File: src/rtl/sl_region_guard.sv
module sl_region_guard #(
  parameter int ADDR_W = 40,
  parameter int WIN_SHIFT = 16
) (
  input  logic              clk,
  input  logic              rst_n,
  input  logic              guard_en,
  input  logic              init_load,
  input  logic [ADDR_W-WIN_SHIFT-1:0] init_base,
  input  logic              req_valid,
  input  logic [ADDR_W-1:0] req_addr,
  input  logic              req_from_dev,
  input  logic              req_aperture,
  input  logic              req_cfg,
  output logic              resp_valid,
  output logic              resp_block,
  output logic              viol_pulse,
  output logic [ADDR_W-1:0] viol_addr
);
  localparam int BASE_W = ADDR_W - WIN_SHIFT;

  logic [BASE_W-1:0] base_q;
  logic in_win, dev_mem_hit, ap_hit, dev_cfg_hit, block_now;

  always_ff @(posedge clk or negedge rst_n)
    if (!rst_n) base_q <= '0;
    else if (init_load) base_q <= init_base;

  assign in_win      = req_addr[ADDR_W-1:WIN_SHIFT] == base_q;
  assign dev_mem_hit = req_from_dev & ~req_cfg & in_win;
  assign ap_hit      = req_aperture & ~req_cfg & in_win;
  assign dev_cfg_hit = req_from_dev & req_cfg;
  assign block_now   = guard_en & (dev_mem_hit | ap_hit | dev_cfg_hit);

  always_ff @(posedge clk or negedge rst_n)
    if (!rst_n) begin
      resp_valid <= 1'b0;
      resp_block <= 1'b0;
      viol_pulse <= 1'b0;
      viol_addr  <= '0;
    end else begin
      resp_valid <= req_valid;
      resp_block <= req_valid & block_now;
      viol_pulse <= req_valid & block_now;
      if (req_valid & block_now) viol_addr <= req_addr;
    end
endmodule

File: config.mk
export PLATFORM = sky130hd
export DESIGN_NAME = sl_region_guard
export DESIGN_NICKNAME = d
export VERILOG_FILES = /design/src/rtl/sl_region_guard.sv
export SDC_FILE = /design/constraint.sdc
export NUM_CORES = 1
export LEC_CHECK = 0
export ABC_AREA = 0
export BUFFER_PORTS_ARGS = -buffer_cell sky130_fd_sc_hd__buf_2
export CAP_MARGIN = 5
export CORE_MARGIN = 3
export CORE_UTILIZATION = 40
export DETAILED_ROUTE_END_ITERATION = 16
export HOLD_SLACK_MARGIN = 0.02
export PLACE_DENSITY = 0.67
export SETUP_SLACK_MARGIN = 0.15
export SYNTH_ARGS = -nofsm -noshare
export SYNTH_HDL_FRONTEND = slang
export SYNTH_SLANG_ARGS = --single-unit
File: constraint.sdc
create_clock -name clk -period 2.5 [get_ports clk]
set_input_delay 0.5 -clock clk [delete_from_list [all_inputs] [get_ports clk]]
set_output_delay 0.5 -clock clk [all_outputs]
set_load 0.01 [all_outputs]
After elaboration in Yosys (flattened, before gate mapping)
Cells that the tools add are included.
{ "totals": {"out_inout_bits": 43, "elab_cells": 15, "inputBits": 72, "reg_bits": 66} }
{ "op_classes": {"eq_ne": 1, "n_bitwise": 10} }
{ "ops": {"columns": ["cell", "count"], "rows": [
  ["== test 24 bit", 1],
  ["AND 1 bit", 7],
  ["OR 1 bit", 2],
  ["inverter 1 bit", 1]
]} }

Longest topological paths before layout
{ "depth": {"word_depth": 7, "mapped_depth": 7, "ltp_nobuf": 5} }

Least setup slack after synthesis
Ideal clock, no wire load.
{ "synth_path": {"kind": "in2reg", "start": "input port req_addr[30]", "end": "register viol_addr[0]", "stages": 6, "setup_ps": 126, "n_path_buf": 1, "t_arrival_ps": 1785, "path_slack_ps": 589, "t_required_ps": 2374, "cell_sequence": "xnor2_1 nand4_1 nor4_4 buf_2 nor2_1 a311o_1"} }
{ "synth_via": {"elab_chain_len": 6, "word_cells_on_any_way": 7, "classes_between": "1 x eq/ne; 6 x bitwise"} }
{ "synth_lines": {"columns": ["item", "line", "text"], "rows": [
  ["start, declared", "11", "input logic [ADDR_W-1:0] req_addr,"],
  ["== test 24 bit *", "29", "assign in_win = req_addr[ADDR_W-1:WIN_SHIFT] == base_q;"],
  ["AND 1 bit (on tied branches)", "30, 31", null],
  ["OR 1 bit * (2 in a row)", "33", "assign block_now = guard_en & (dev_mem_hit | ap_hit | dev_cfg_hit);"],
  ["AND 1 bit *", "33", null],
  ["AND 1 bit *", "45", "if (req_valid & block_now) viol_addr <= req_addr;"],
  ["end signal, assigned", "45", null],
  ["end, declared", "18", "output logic [ADDR_W-1:0] viol_addr"]
]} }
Every way passes the cells marked *; elsewhere a longest branch is shown, timed or not.
A chain may end at the register's enable or synchronous reset.

Worst setup path after layout
{ "layout_path": {"start": "register base_q[1]", "end": "register viol_addr[5]"} }
{ "layout_via": {"elab_chain_len": 6, "word_cells_on_any_way": 7, "classes_between": "1 x eq/ne; 6 x bitwise"} }
{ "layout_lines": {"columns": ["item", "line", "text"], "rows": [
  ["start, declared", "22", "logic [BASE_W-1:0] base_q;"],
  ["start signal, assigned", "27", "else if (init_load) base_q <= init_base;"],
  ["== test 24 bit *", "29", null],
  ["AND 1 bit (on tied branches)", "30, 31", null],
  ["OR 1 bit * (2 in a row)", "33", null],
  ["AND 1 bit *", "33", null],
  ["AND 1 bit *", "45", null]
]} }
Marks and branches as above.

==> summary.txt <==
Status
  – Status: completed

Synth
  – Cell variety after synth: 17
  – Cells after Synth: slightly above 400
  – #FFs+latches synth: 66
  – Ranking of synthesized cells by area: dfrtp_1 43%, a311o_1 10%, o221ai_1 9.2%, nand2_1 7.8%, mux2_2 7.1%
  – Complex-gate fraction of the synthesized area: between 20% and 30%
  – Largest family of logic cells by synthesized area: simple AND/OR/NAND/NOR gates
  – Post-synthesis sequential area ratio: 43.2%
  – Area leader, netlist: dfrtp_1
  – Synth Area in Simple Gates: 20.3%
  – Multiplexer share of the synthesized area: 7.06%
  – Yosys warning count: 0
  – Post-Syn Nets: 476
  – XOR/XNOR share of the synthesized area: 5.49%
  – Syn avg cell area: 9.47 µm²
  – Adder-cell share of the synthesized area: 0%
  – Synth top area share: 43.2%
  – Synth Cell Area: 3830 µm²

Timing
  – Worst slew pin tran: around 850 ps
  – Final TNS setup: 0 ps
  – Fin. Hold Viols: 0
  – Skew final: 9.88 ps
  – Final period util: 86.8%
  – Max_slew headroom: a little over two fifths
  – Max-slew violation count: 0
  – RSZ-0062 raised after global routing: no
  – Count of final setup violators: 0
  – Fin crit period: 2170 ps
  – Max Freq: 461 MHz

CTS
  – CTS resizes: 0
  – Cts bufs inserted: 9
  – Clk Latency, worst-skew pair: 350 ps
  – Postcts setup bufs: 0
  – Clock Sinks: 66
  – Htree depth: 3
  – CTS Hold Bufs: 0
  – CTS clk-pin slew, worst paths: 80 ps
  – CTS tree: yes
  – Root buf cell: clkbuf_8
  – CTS Buffer Depth: 2

Cells and area
  – Non-filler cells, final: 639
  – Nets: 577
  – # diodes: 0
  – Syn-to-layout area delta: 23.9%
  – Final Util: 51.1%
  – Layout cell share with drive strength beyond 1: 33.3%

Setup path
  – Crit Path Max Fanout: 62
  – Sequence of cells on the critical path: xnor2_1 -> nand4_1 -> nor4_4 -> buf_12 -> nor2_1 -> a311o_1
  – Critical Path End Type: register
  – Crit path buffers/inverters: 1
  – Top cell family by delay on the critical path: simple AND/OR/NAND/NOR gates
  – Worst EP arrival: about 2400 ps
  – CP Launch Type: register
  – Worst endpoint required time: 2730 ps
  – CP max stage cell: dfrtp_1
  – CP peak stage delay: 390 ps
  – Kind of critical path: reg -> reg

Power and ir drop
  – Static leakage: 2.05 nW
  – Switching pwr: 0.000725 W
  – Gate power share: 18.6%
  – Power per standard cell area: 513 nW/µm²
  – Internal: between 0.0015 and 0.002 W
  – Reg power frac: slightly below 50%
  – Power share of the clock group: 33.1%
  – Total Power: 0.00243 W
  – Maximum VDD drop: 0.306 mV
  – Sw frac: 29.8%

Floorplan
  – Die H: ~100 µm
  – I/O pin cnt: around 120
  – Die W: 104 µm
  – Initial core utilization: 41.2%
  – Row cnt: 35
  – Core Box Area: 9280 µm²
  – Die area: 10,800 µm²

Place
  – # placed instances: 623
  – Final GP Congestion: 0.820
  – Port bufs: 114
  – Post-detail-place hpwl: 7150 µm

Route
  – Post-route ant nets: 0
  – Routed vias/inst: 5.56
  – Final wirelength: 10,400 µm
  – DRC viols: 0
  – Via total after detailed routing: roughly 3,600
  – Initial DRC count: roughly 230
  – First-pass iteration count of the detailed router: 4
  – WL per Instance: around 16 µm

Global routing
  – Wire length of the first global-routing pass: roughly 17,000 µm
  – Vias in the first global route: 3,621
  – Total gr overflow: 0
  – Largest net degree at the start of global routing: 67
  – Global Route Usage Sum: 19.5%
  – Initial antenna violation count: 1

Run
  – MaxCap Viol Count: 0

Hold path
  – HP Class: in -> async
[layer usage]
metal / wire [µm] / vias to the layer above / track usage (%)
met5: 13 / - / 0
met4: 34 / 2 / 3.70
met3: 864 / 6 / 8.04
met2: 4880 / 111 / 31.0
met1: 4660 / 1751 / 25.3
li1: - / 1681 / -
[sequential cells by signal, summed over array words and instances, names as in the netlist]
signal and count:
viol_addr 40, base_q 24, resp_block 1, resp_valid 1
[area by class of cell]
cell class	count	area (µm²)
Sequential cell	66	1650
Fill cell	903	4540
Multi-Input combinational cell	301	2050
Timing Repair Buffer	127	708
Clock buffer	10	128
Clock inverter	6	43.8
Tap cell	129	161
[cell usage in the layout (no fill, tap or decap), types with 11 or more instances in the layout]
cell type,synthesis,layout
dfrtp_1,66,66
buf_2,5,113
nand2b_1,40,40
nand2_1,80,80
nor2_1,42,41
a311o_1,40,40
mux2_2,24,24
buf_4,1,11
o221ai_1,40,40
xnor2_1,24,24
[kinds of logic (layout without fill, tap and decap cells)]
logic type | count (synthesis) | count (layout)
and+or+nand+nor | 171 | 171
AOI/OAI and AO/OA | 82 | 82
xor gates and xnor gates | 24 | 24
DFF | 66 | 66
muxes | 24 | 24
buffers and inverters | 37 | 143
[through the flow]
stage / cell area (µm²) / worst slack, ps / hold WS (ps)
2_1_floorplan: 3830 / 589 / 204
3_3_place_gp: 4570 / 156 / 511
3_5_place_dp: 4570 / 117 / 518
4_1_cts: 4740 / 327 / 284
5_1_grt: 4740 / 215 / 293
6_report: 4740 / 329 / 263
[synthesized netlist by cell type, drive strengths merged]
cell     n
o211ai   1
nor3     1
dfrtp   66
buf      6
a21oi    1
a311o   40
nand4    6
nand2   80
o221ai  40
nor2    42
xnor2   24
nand2b  40
nor4     1
nor2b    1
clkbuf  31
mux2    24
[final timing paths]
path                                  startpoint                   endpoint  slack, ps  depth (start not counted)
max in group asynchronous                  rst_n  viol_addr[18]$_DFFE_PN0P_       1680                          1
setup / recovery           base_q[1]$_DFFE_PN0P_   viol_addr[5]$_DFFE_PN0P_        330                          6
setup reg to reg           base_q[1]$_DFFE_PN0P_   viol_addr[5]$_DFFE_PN0P_        330                          6
hold / removal                             rst_n  viol_addr[31]$_DFFE_PN0P_        260                          1
hold reg to reg            base_q[0]$_DFFE_PN0P_      base_q[0]$_DFFE_PN0P_        530                          1
min in group clk                       req_valid       resp_valid$_DFF_PN0_        320                          1
[power groups by stage]
stage	combinational (W)	sequential (W)	clock, W
finish	0.000452	0.00117	0.000804
global route	0.000508	0.00118	0.000874
CTS	0.000456	0.00118	0.000827
floorplan	0.000262	0.00120	0
detailed placement	0.000455	0.00120	0
global placement	0.000439	0.00119	0
Note: power is estimated with default switching activity, not from simulation.
